`config.mk`:
```
export PLATFORM = sky130hd
export DESIGN_NAME = rdseq_cmd_detector
export DESIGN_NICKNAME = d
export VERILOG_FILES = /design/src/rtl/rsd_pkg.sv /design/src/rtl/rsd_step_match.sv /design/src/rtl/rsd_step_ctr.sv /design/src/rtl/rsd_cmd_out.sv /design/src/rtl/rdseq_cmd_detector.sv
export SDC_FILE = /design/constraint.sdc
export NUM_CORES = 1
export LEC_CHECK = 0
export ABC_AREA = 0
export BUFFER_PORTS_ARGS = -buffer_cell sky130_fd_sc_hd__clkbuf_2
export CAP_MARGIN = 20
export CORE_AREA = 4 4 41 43
export CTS_BUF_LIST = sky130_fd_sc_hd__clkbuf_4 sky130_fd_sc_hd__clkbuf_8 sky130_fd_sc_hd__clkbuf_16
export DETAILED_ROUTE_END_ITERATION = 12
export DIE_AREA = 0 0 45 47
export PLACE_DENSITY_LB_ADDON = 0.12
export SYNTH_ARGS = -nofsm -noshare
export SYNTH_HDL_FRONTEND = slang
export SYNTH_SLANG_ARGS = --single-unit
```
`constraint.sdc`:
```
create_clock -name clk -period 1.4 [get_ports clk]
set_input_delay 0.28 -clock clk [delete_from_list [all_inputs] [get_ports clk]]
set_output_delay 0.28 -clock clk [all_outputs]
set_load 0.02 [all_outputs]
```
`src/rtl/rsd_pkg.sv`:
```
package rsd_pkg;
   typedef enum logic [1:0] {
      RSD_CMD_NONE   = 2'd0,
      RSD_CMD_STORE  = 2'd1,
      RSD_CMD_RECALL = 2'd2
   } rsd_cmd_e;

   function automatic int unsigned rsd_step_width(input int unsigned prefix_len);
      return $clog2(prefix_len + 1);
   endfunction
endpackage

```
`src/rtl/rsd_step_match.sv`:
```
module rsd_step_match #(
   parameter int unsigned ADDR_W     = 13,
   parameter int unsigned PREFIX_LEN = 5,
   parameter int unsigned STEP_W     = 3,
   parameter logic [PREFIX_LEN*ADDR_W-1:0] PREFIX = '0,
   parameter logic [ADDR_W-1:0] STORE_ADDR  = '0,
   parameter logic [ADDR_W-1:0] RECALL_ADDR = '0
) (
   input  logic [STEP_W-1:0] step,
   input  logic [ADDR_W-1:0] addr,
   output logic              hit_step,
   output logic              hit_first,
   output logic              hit_store,
   output logic              hit_recall
);
   logic [PREFIX_LEN-1:0] eq;

   for (genvar i = 0; i < PREFIX_LEN; i++) begin : g_cmp
      assign eq[i] = (addr == PREFIX[i*ADDR_W +: ADDR_W]);
   end

   always_comb begin
      hit_step = 1'b0;
      for (int i = 0; i < PREFIX_LEN; i++) begin
         if (step == STEP_W'(i)) hit_step = eq[i];
      end
   end

   assign hit_first  = eq[0];
   assign hit_store  = (addr == STORE_ADDR);
   assign hit_recall = (addr == RECALL_ADDR);
endmodule

```
`src/rtl/rsd_step_ctr.sv`:
```
module rsd_step_ctr
   import rsd_pkg::*;
#(
   parameter int unsigned PREFIX_LEN = 5,
   parameter int unsigned STEP_W     = 3
) (
   input  logic              clk,
   input  logic              rst,
   input  logic              acc_valid,
   input  logic              acc_write,
   input  logic              busy,
   input  logic              hit_step,
   input  logic              hit_first,
   input  logic              hit_store,
   input  logic              hit_recall,
   output logic [STEP_W-1:0] step_q,
   output rsd_cmd_e          cmd
);
   localparam logic [STEP_W-1:0] LAST = STEP_W'(PREFIX_LEN);
   localparam logic [STEP_W-1:0] ONE  = STEP_W'(1);

   logic [STEP_W-1:0] step_nx;
   logic              rd;

   assign rd = acc_valid && !acc_write && !busy;

   always_comb begin
      step_nx = step_q;
      cmd     = RSD_CMD_NONE;
      if (busy) begin
         step_nx = '0;
      end else if (acc_valid) begin
         if (acc_write) begin
            step_nx = '0;
         end else if (step_q == LAST) begin
            if (hit_store)       cmd = RSD_CMD_STORE;
            else if (hit_recall) cmd = RSD_CMD_RECALL;
            if (hit_store || hit_recall) step_nx = '0;
            else                         step_nx = hit_first ? ONE : '0;
         end else if (hit_step) begin
            step_nx = step_q + ONE;
         end else begin
            step_nx = hit_first ? ONE : '0;
         end
      end
   end

   always_ff @(posedge clk) begin
      if (rst) step_q <= '0;
      else     step_q <= step_nx;
   end

   // a write always cancels progress
   p_write_abort_r5: assert property (@(posedge clk) disable iff (rst)
      (acc_valid && acc_write && !busy) |=> (step_q == '0));

   // busy forces idle
   p_busy_idle_r7: assert property (@(posedge clk) disable iff (rst)
      busy |=> (step_q == '0));

   // first address from idle starts step one
   p_first_start_r6: assert property (@(posedge clk) disable iff (rst)
      (rd && step_q == '0 && hit_first) |=> (step_q == ONE));

   // progress never runs past the final step
   p_step_bound_r4: assert property (@(posedge clk) disable iff (rst)
      step_q <= LAST);

   // no strobe, no change
   p_hold_idle_r10: assert property (@(posedge clk) disable iff (rst)
      (!acc_valid && !busy) |=> $stable(step_q));
endmodule

```
`src/rtl/rsd_cmd_out.sv`:
```
module rsd_cmd_out
   import rsd_pkg::*;
#(
   parameter bit REG_OUT = 1'b1
) (
   input  logic     clk,
   input  logic     rst,
   input  rsd_cmd_e cmd,
   output logic     store_req,
   output logic     recall_req
);
   if (REG_OUT) begin : g_reg
      always_ff @(posedge clk) begin
         if (rst) begin
            store_req  <= 1'b0;
            recall_req <= 1'b0;
         end else begin
            store_req  <= (cmd == RSD_CMD_STORE);
            recall_req <= (cmd == RSD_CMD_RECALL);
         end
      end
   end else begin : g_comb
      assign store_req  = (cmd == RSD_CMD_STORE);
      assign recall_req = (cmd == RSD_CMD_RECALL);
   end
endmodule

```
`src/rtl/rdseq_cmd_detector.sv`:
```
module rdseq_cmd_detector
   import rsd_pkg::*;
#(
   parameter int unsigned ADDR_W     = 13,
   parameter int unsigned PREFIX_LEN = 5,
   parameter logic [PREFIX_LEN*ADDR_W-1:0] PREFIX =
      {13'h10F0, 13'h1FFF, 13'h0AAA, 13'h1555, 13'h0000},
   parameter logic [ADDR_W-1:0] STORE_ADDR  = 13'h0F0F,
   parameter logic [ADDR_W-1:0] RECALL_ADDR = 13'h0F0E,
   parameter bit REG_OUT = 1'b1
) (
   input  logic              clk,
   input  logic              rst,
   input  logic              acc_valid,
   input  logic              acc_write,
   input  logic [ADDR_W-1:0] acc_addr,
   input  logic              busy,
   output logic              store_req,
   output logic              recall_req
);
   localparam int unsigned STEP_W = rsd_step_width(PREFIX_LEN);
   localparam logic [STEP_W-1:0] LAST = STEP_W'(PREFIX_LEN);

   if (ADDR_W < 1) begin : g_bad_aw
      $error("ADDR_W must be at least 1");
   end
   if (PREFIX_LEN < 1) begin : g_bad_len
      $error("PREFIX_LEN must be at least 1");
   end
   if (STORE_ADDR == RECALL_ADDR) begin : g_bad_final
      $error("final addresses must differ");
   end

   logic [STEP_W-1:0] step_q;
   logic              hit_step, hit_first, hit_store, hit_recall;
   rsd_cmd_e          cmd;

   rsd_step_match #(
      .ADDR_W(ADDR_W), .PREFIX_LEN(PREFIX_LEN), .STEP_W(STEP_W),
      .PREFIX(PREFIX), .STORE_ADDR(STORE_ADDR), .RECALL_ADDR(RECALL_ADDR)
   ) u_match (
      .step(step_q), .addr(acc_addr),
      .hit_step(hit_step), .hit_first(hit_first),
      .hit_store(hit_store), .hit_recall(hit_recall)
   );

   rsd_step_ctr #(.PREFIX_LEN(PREFIX_LEN), .STEP_W(STEP_W)) u_ctr (
      .clk(clk), .rst(rst), .acc_valid(acc_valid), .acc_write(acc_write),
      .busy(busy), .hit_step(hit_step), .hit_first(hit_first),
      .hit_store(hit_store), .hit_recall(hit_recall),
      .step_q(step_q), .cmd(cmd)
   );

   rsd_cmd_out #(.REG_OUT(REG_OUT)) u_out (
      .clk(clk), .rst(rst), .cmd(cmd),
      .store_req(store_req), .recall_req(recall_req)
   );

   // the two requests are exclusive
   p_onehot_req_r8: assert property (@(posedge clk) disable iff (rst)
      $onehot0({store_req, recall_req}));

   // each pulse is a single cycle
   p_store_single_r8: assert property (@(posedge clk) disable iff (rst)
      store_req |=> !store_req);
   p_recall_single_r8: assert property (@(posedge clk) disable iff (rst)
      recall_req |=> !recall_req);

   if (REG_OUT) begin : g_reg_chk
      // a store pulse follows a read at the final step
      p_store_after_last_r2: assert property (@(posedge clk) disable iff (rst)
         $rose(store_req) |-> $past(step_q == LAST && acc_valid && !acc_write));
      // a recall pulse follows a read at the final step
      p_recall_after_last_r3: assert property (@(posedge clk) disable iff (rst)
         $rose(recall_req) |-> $past(step_q == LAST && acc_valid && !acc_write));
   end
endmodule

```
==> results of run 1 <==
-- Yosys cell counts, drive strengths merged --
cell    n
inv     5
nor4b   2
and4    2
a211o   1
o211ai  1
o21ai   1
and3    2
ha      5
nor4    4
nor2    4
o31ai   2
nand4   3
nor3    3
nand2   5
o311ai  1
a22oi   1
and2    1
nor2b   1
dfxtp   5
nand3   4
nand3b  2
a41oi   1
nand2b  1
-- worst paths after layout --
check / to / slack, ns / cells after the start
setup reg to reg: u_ctr.step_q[2]$_SDFFE_PP0P_ / -0.14 / 7
hold reg to reg: u_ctr.step_q[1]$_SDFFE_PP0P_ / 0.52 / 2
hold / removal: u_out.store_req$_SDFF_PP0_ / 0.36 / 3
setup / recovery: u_ctr.step_q[2]$_SDFFE_PP0P_ / -0.14 / 7
-- routing by layer --
layer | wire [µm] | share of wire (%) | up-vias | GRT usage (%)
met5 | 0 | 0 | - | 0
met4 | 12 | 0.96 | 0 | 1.754
met3 | 77 | 6.2 | 2 | 4.981
met2 | 657 | 53 | 18 | 26.27
met1 | 497 | 40 | 256 | 12.27
li1 | - | - | 291 | -
-- metrics by stage --
| stage | hold slack (ns) | instance area [µm²] |
|---|---|---|
| finish | 0.3572 | 784.5 |
| global route | 0.3576 | 784.5 |
| CTS | 0.3508 | 772.0 |
| detailed placement | 0.5064 | 733.2 |
| global placement | 0.5103 | 733.2 |
| floorplan | 0.3581 | 521.8 |
-- power by group through the flow --
stage,clock network [mW],logic (mW),registers [mW]
final,0.184,0.0697,0.139
after global routing,0.210,0.0754,0.138
after CTS,0.192,0.0690,0.141
after detailed placement,0,0.0677,0.143
after global placement,0,0.0655,0.143
after floorplan,0,0.0153,0.143
-- final cells by class --
type | instances | area (µm²) | area share [%]
Tap cell | 15 | 18.77 | 2.392
Timing Repair Buffer | 32 | 192.7 | 24.56
Multi-Input combinational cell | 47 | 411.6 | 52.47
Clock buffer | 4 | 30.03 | 3.828
Sequential cell | 5 | 107.6 | 13.72
Inverter | 5 | 23.77 | 3.030
-- worst min-delay path: cells and delay by family --
kind,cells,cell delay (ns)
simple gates,2,0.15
buf+inv,1,0.11
-- cell families after synthesis --
logic type      Yosys count  synth area share [%]
simple gates             34                 46.83
compound gates            8                 14.82
buf+inv                   5                 3.969
fa+ha+maj                 5                 13.23
flops                     5                 21.16
-- flip-flops by register name (all words and copies together) (netlist names) --
signal,cells
u_out.recall_req,1
u_ctr.step_q,3
u_out.store_req,1
-- repair_timing --
item,in CTS,in global routing
pin swaps,0,1
buffers inserted,0,0
endpoints found under the setup margin,3,3
gates resized for setup,1,4
==> run metrics, run 1 <==
routability cong.=0.7520; diode count=0; fin crit period=1.537 ns; worst-path cell with the longest stage delay=dfxtp_4; CP peak stage delay=0.37 ns; initial antenna violation count=0; Syn Inst Count=57; Mapped Area=473.0 µm²; most frequent cells in the layout=19 x clkbuf_2, 13 x buf_4, 5 x nand2_1; MaxCap Viol Count=0; Fin Setup TNS=-0.3368 ns; port bufs=19; vias post-DR=567; CTS sink count=5; most common cell after layout, fill and taps aside=clkbuf_2; Starting Density=36.35%; RSZ-0062 raised after global routing=yes; worst path arrival time=1.69 ns; clock skew=0.004963 ns; vias per inst=5.250; TritonCTS buffer count=3; Switching Share=23.07%; cell internal pwr=302.4 µW; Total Wirelength=1245 µm; Final Power=393.1 µW; Initial DRC Count=3; clock-pin slew on the worst setup and hold paths=0.05 ns; failing checks=negative setup slack; die area=2115 µm²; Layout fillers=131; Die X=45 µm; clk_lat worst skew=0.24 ns; largest net degree at the start of global routing=6; CTS tree=yes; Hold Buf Count CTS=0; Critical Path Source Type=flip-flop; Worst Path Required=1.55 ns; fin crit share=109.8%; total iterations of the first detailed-routing run=4; final worst slack=-0.1368 ns; Max Slew Vio Count=0; Crit. End Element=flip-flop; Synth Register Bits=5; Root Buffer=clkbuf_4; CTS max path bufs=2; post-route insts no fill=108; WP buf/inv=1; Combinational Power Share=17.7%; post-synth top area share=21.16%; PwrDens=501.1 nW/µm²; grt ovf=0; Rows=13; Worst setup startpoint=u_ctr.step_q[1]$_SDFFE_PP0P_; fraction of layout cells with a size suffix above 1=55.91%; final setup vio count=3; # IOs=20; P_leak=0.3274 nW; Post-Place Cells=104; Synth Net Count=80; CP top delay family=compound AO/OA/AOI/OAI gates; crit-path max FO=4; maximum clock rate=650.7 MHz; largest cells by area after synthesis=dfxtp_1 21%, ha_1 13%, nor4_4 4.5%, nand3_1 4.2%, inv_1 4.0%; worst r2r src=u_ctr.step_q[1]$_SDFFE_PP0P_; H-Tree Depth=1; ANT nets after route=0; first-pass GRT wire length=2035 µm; Switch Pwr=90.70 µW; number of distinct library cells after synthesis=27; Synth area leader=dfxtp_1; yosys synthesis warning count=0; vias in the first global route=572; Area Overhead vs Synth=65.87%; CP Cell Sequence=inv_4, ha_4, nor2b_4, nand3_2, o211ai_1, a22oi_2, o31ai_1; register share of total power=35.4%; Residual DRC=0; worst ir drop on vdd=435.6 µV; Fin. Hold Viols=0; area of the core=1301 µm²; Total Routing Usage GR=12.88%; Layout Utilization=60.29%; fin nets=117; Avg Synthesized Cell Area=8.297 µm²; Slew HR=75.35%; die height=47 µm; post-place setup slack=-0.2274 ns; Worst-Margin Slew=0.3666 ns; Seq/Total Area, Yosys=21.16%; drt wl/cell=11.53 µm; Setup CP Type=reg2reg; hold path startpoint=acc_addr[2]; clock network power share=46.9%; HPWL after detailed placement=1096 µm; status=complete, but fails checks; Hold Path Class=in2reg
Note: power is estimated with default switching activity, not from simulation.
==> run 2, diff against run 1 <==
- BUFFER_PORTS_ARGS: -buffer_cell sky130_fd_sc_hd__clkbuf_2 -> default
- DONT_BUFFER_PORTS: default -> 1
==> run 2 against run 1 <==
  * The flow still finishes with violations (negative setup slack)
  * Global-route usage is 0.15 points lower
  * Flip-flop and latch count stayed put
  * Register-to-register slack improved by 0.02 ns
  * Die area did not move
  * Combinational power shrank 69%
  * Final cell count is 23% lower
  * Clock power barely moved
  * Via count is 14% lower
  * Utilization decreased by 12 points
  * Non-clock buffer count decreased by 25
  * Critical path type unchanged
  * Largest power group unchanged
  * Highest routed layer unchanged
==> run metrics, run 2 (synthesis results as in run 1) <==
Biggest register=u_ctr.step_q; Rows=13; Starting Density=36.35%; total iterations of the first detailed-routing run=4; Max Slew Vio Count=0; worst reg-to-reg setup slack=-0.12 ns; top routing layer used=met4; Switch Pwr=69.13 µW; clock skew=0.002679 ns; max reg flops=3; final setup vio count=3; worst r2r src=u_ctr.step_q[1]$_SDFFE_PP0P_; Placed Area=593.1 µm²; MaxCap Viol Count=0; PwrDens=552.5 nW/µm²; drt wl/cell=13.58 µm; crit-path max FO=4; clock network power share=53.4%; TritonCTS buffer count=3; # IOs=20; CP peak stage delay=0.35 ns; fin crit share=108.3%; HPWL after detailed placement=964.2 µm; Total Routing Usage GR=12.73%; worst flop-to-flop path endpoint=u_ctr.step_q[2]$_SDFFE_PP0P_; RSZ-0062 raised after global routing=yes; register share of total power=40.5%; Residual DRC=0; CTS sink count=5; port bufs=0; FF-to-FF path depth=7; Hold Path Class=in2reg; clk_lat worst skew=0.24 ns; setup bufs post-CTS=0; Hold Buf Count CTS=0; die height=47 µm; met3 wire length=89 µm; most common cell after layout, fill and taps aside=buf_4; hold path startpoint=acc_addr[0]; final instance area=630.6 µm²; diode count=0; CTS tree=yes; cell internal pwr=279.3 µW; fin nets=92; fraction of layout cells with a size suffix above 1=39.71%; status=complete, but fails checks; ANT nets after route=0; grt ovf=0; Final Power=348.4 µW; Setup CP Type=reg2reg; worst path arrival time=1.67 ns; fin crit period=1.517 ns; P_leak=0.2161 nW; Fin. Hold Viols=0; biggest regs=u_ctr.step_q x3, u_out.recall_req x1, u_out.store_req x1; Layout fillers=137; routability cong.=0.7662; largest net degree at the start of global routing=6; Root Buffer=clkbuf_4; CP Cell Sequence=inv_2, ha_4, nor2b_4, nand3_2, o211ai_1, a22oi_2, o31ai_1; die area=2115 µm²; Crit. End Element=flip-flop; met2 wire length=566 µm; initial antenna violation count=0; vias per inst=5.880; worst ir drop on vdd=429.4 µV; area of the core=1301 µm²; Hold Crit Endpoint=u_out.recall_req$_SDFF_PP0_; H-Tree Depth=1; clock-pin slew on the worst setup and hold paths=0.04 ns; Critical Path Source Type=flip-flop; Worst-Margin Slew=0.4627 ns; maximum clock rate=659.3 MHz; most frequent cells in the layout=7 x buf_4, 5 x nand2_1, 4 x nor2_1, 4 x clkbuf_4; failing checks=negative setup slack; worst-path cell with the longest stage delay=dfxtp_2; Switching Share=19.84%; post-place setup slack=-0.1176 ns; Fin Setup TNS=-0.2883 ns; Area Overhead vs Synth=33.33%; vias post-DR=488; Worst Path Required=1.56 ns; CTS max path bufs=2; wl on met1=447 µm; Total Wirelength=1127 µm; Initial DRC Count=7; Layout Utilization=48.46%; first-pass GRT wire length=1904 µm; Combinational Power Share=6.1%; final worst slack=-0.1168 ns; Slew HR=68.90%; Die X=45 µm; hold depth=1; vias in the first global route=479
run 2: through the flow:
stage	cells	hold WS, ns
finish	83	0.1159
global route	83	0.1139
CTS	83	0.1111
detailed placement	79	0.3683
global placement	79	0.3631
floorplan	57	0.3581
run 2: worst max-delay path, delay by kind of cell (launching register included):
family | cells | cell delay [ns]
AO/OA/AOI/OAI | 3 | 0.63
flip-flops | 1 | 0.35
AND/OR/NAND/NOR | 2 | 0.21
adder cells (fa/ha/maj) | 1 | 0.17
buffers and inverters | 1 | 0.06
run 2: what timing repair did:
action / 4_1_cts / 5_1_grt
pin swaps: 1 / 0
gates resized for setup: 2 / 0
endpoints found under the setup margin: 3 / 3
hold endpoints to repair: 0 / 0
run 2: metal layers:
| metal | up-vias | track usage [%] |
|---|---|---|
| met5 | - | 0 |
| met4 | 0 | 8.187 |
| met2 | 21 | 22.03 |
| li1 | 242 | - |
| met1 | 221 | 13.21 |
| met3 | 4 | 4.215 |
run 2: cell type report:
type / instances / area (µm²) / share of cell area (%)
Clock buffer: 4 / 30.03 / 4.762
Inverter: 5 / 21.27 / 3.373
Timing Repair Buffer: 7 / 52.55 / 8.333
Sequential cell: 5 / 105.1 / 16.67
Multi-Input combinational cell: 47 / 402.9 / 63.89
Tap cell: 15 / 18.77 / 2.976
run 2: how the worst max path moves through the flow:
stage,from,to,slack (ns),cells past startpoint
detailed placement,acc_addr[1],u_ctr.step_q[0]$_SDFFE_PP0P_,-0.12,5
floorplan,u_ctr.step_q[0]$_SDFFE_PP0P_,u_ctr.step_q[0]$_SDFFE_PP0P_,0.003,7
CTS,u_ctr.step_q[1]$_SDFFE_PP0P_,u_ctr.step_q[0]$_SDFFE_PP0P_,-0.11,7
finish,u_ctr.step_q[1]$_SDFFE_PP0P_,u_ctr.step_q[2]$_SDFFE_PP0P_,-0.12,7
global route,u_ctr.step_q[1]$_SDFFE_PP0P_,u_ctr.step_q[0]$_SDFFE_PP0P_,-0.21,7
global placement,acc_addr[1],u_ctr.step_q[0]$_SDFFE_PP0P_,-0.14,5
run 2: power by group through the flow:
| stage | combinational (mW) | clock [mW] | sequential [mW] |
|---|---|---|---|
| 6_report | 0.0213 | 0.186 | 0.141 |
| 5_1_grt | 0.0236 | 0.200 | 0.141 |
| 4_1_cts | 0.0211 | 0.195 | 0.141 |
| 3_5_place_dp | 0.0207 | 0 | 0.143 |
| 3_3_place_gp | 0.0212 | 0 | 0.143 |
| 2_1_floorplan | 0.0153 | 0 | 0.143 |
==> run 3, diff against run 2 <==
- clock period: 1.4 -> 1.7 ns (I/O delays scaled with it)
==> run 3 against run 2 <==
  * The run now ends clean
  * Clock power decreased by 18%
  * Power is 18% lower
  * Clock skew fell by 0.0014 ns
  * Combinational power shrank 29%
  * Flip-flop and latch count did not move
  * Die area is the same
  * Largest power group unchanged
  * Final area shrank 11%
  * Final cell count is 4.8% lower
  * Highest routed layer is now met3
  * Largest cell class unchanged
  * Hold slack gained 0.062 ns
==> run metrics, run 3 (synthesis results as in run 1) <==
Max Slew Vio Count=0; Crit. End Element=flip-flop; fin crit share=96.42%; P_leak=0.1833 nW; total iterations of the first detailed-routing run=4; worst reg-to-reg setup slack=0.06 ns; setup bufs post-CTS=0; worst flop-to-flop path endpoint=u_ctr.step_q[0]$_SDFFE_PP0P_; Hold Path Class=in2reg; grt ovf=0; CTS max path bufs=2; Biggest register=u_ctr.step_q; worst setup path endpoint=u_ctr.step_q[0]$_SDFFE_PP0P_; Die X=45 µm; status=finished, final reports clean; Worst Path Required=1.84 ns; Fin Setup TNS=0 ns; diode count=0; first-pass GRT wire length=1876 µm; worst ir drop on vdd=334.9 µV; vias per inst=5.949; max reg flops=3; largest net degree at the start of global routing=7; worst path arrival time=1.78 ns; CTS tree=yes; HPWL after detailed placement=929.1 µm; fraction of layout cells with a size suffix above 1=28.13%; Area Overhead vs Synth=18.52%; Slew HR=71.01%; Hold Buf Count CTS=0; vias post-DR=470; Worst setup startpoint=u_ctr.step_q[1]$_SDFFE_PP0P_; PwrDens=507.4 nW/µm²; vias in the first global route=468; port bufs=0; clock-pin slew on the worst setup and hold paths=0.04 ns; clk_lat worst skew=0.24 ns; maximum clock rate=610.1 MHz; area of the core=1301 µm²; H-Tree Depth=1; Residual DRC=0; Initial DRC Count=10; MaxCap Viol Count=0; # IOs=20; die height=47 µm; Setup CP Type=reg2reg; fin crit period=1.639 ns; worst r2r src=u_ctr.step_q[1]$_SDFFE_PP0P_; most frequent cells in the layout=5 x inv_1, 5 x nand2_1; CTS sink count=5; FF-to-FF path depth=7; final setup vio count=0; crit-path max FO=4; Root Buffer=clkbuf_4; Fin. Hold Viols=0; TritonCTS buffer count=3; ANT nets after route=0; Total Routing Usage GR=12.02%; drt wl/cell=14.92 µm; final instance area=560.5 µm²; Rows=13; clock skew=0.001297 ns; initial antenna violation count=0; Worst-Margin Slew=0.4313 ns; Total Wirelength=1179 µm; Critical Path Source Type=flip-flop; fin nets=88; routability cong.=0.7288; Placed Area=514.2 µm²; Starting Density=36.35%; die area=2115 µm²; biggest regs=u_ctr.step_q x3, u_out.recall_req x1, u_out.store_req x1
## run 3: cell types whose count changed in the layout (fill, tap and decap cells not counted), sizes merged
cell	delta
buf	-4
## run 3: how the worst min path moves through the flow
stage / end / slack (ns) / depth (start not counted) / from
6_report: u_out.recall_req$_SDFF_PP0_ / 0.18 / 1 / acc_addr[0]
2_1_floorplan: u_out.recall_req$_SDFF_PP0_ / 0.42 / 1 / acc_addr[0]
5_1_grt: u_out.recall_req$_SDFF_PP0_ / 0.18 / 1 / acc_addr[0]
3_3_place_gp: u_out.recall_req$_SDFF_PP0_ / 0.43 / 1 / acc_addr[0]
3_5_place_dp: u_out.recall_req$_SDFF_PP0_ / 0.43 / 1 / acc_addr[0]
4_1_cts: u_out.recall_req$_SDFF_PP0_ / 0.18 / 1 / acc_addr[0]
## run 3: repair_timing
item,in CTS,in global routing
endpoints found under the hold margin,0,0
endpoints found under the setup margin,0,3
resized for setup,0,5
## run 3: through the flow
stage	power (mW)	hold slack (ns)	util [%]	setup WS (ns)	cells
floorplan	0.1322	0.4180	-	0.1788	57
global placement	0.1347	0.4256	39.52	0.02088	75
detailed placement	0.1346	0.4284	39.52	0.03446	75
CTS	0.2883	0.1758	41.83	0.02218	79
global route	0.2962	0.1775	43.08	-0.009629	79
finish	0.2844	0.1781	43.08	0.06084	79
## run 3: cell type report
type,instances,area [µm²]
clock buffer,4,30.03
tap,15,18.77
multi-input combinational,47,369.1
fill,147,740.7
timing repair buffer,3,22.52
inverter,5,18.77
sequential,5,101.3
## run 3: per-layer routing
metal  share of wire [%]  global-route usage, %  up-vias
met4                   0                  1.754        0
met2                  54                  22.88       22
met3                 9.2                  4.215        0
met1                  37                  12.98      216
li1                    -                      -      232
met5                   0                      0        -
## run 3: power by group
| group | leakage [nW] | switching [mW] | internal (mW) | total, mW |
|---|---|---|---|---|
| combinational | 0.124 | 0.00774 | 0.00733 | 0.0151 |
| clock | 0.0184 | 0.0471 | 0.105 | 0.152 |
| sequential | 0.0408 | 0.00000103 | 0.118 | 0.118 |
## run 3: worst max-delay path: stages, from the launching register on
cell      delay (ns)
dfxtp_1         0.30
inv_1           0.08
ha_2            0.21
nor4b_1         0.25
nand4_1         0.13
o211ai_1        0.16
a22oi_2         0.15
o311ai_2        0.25
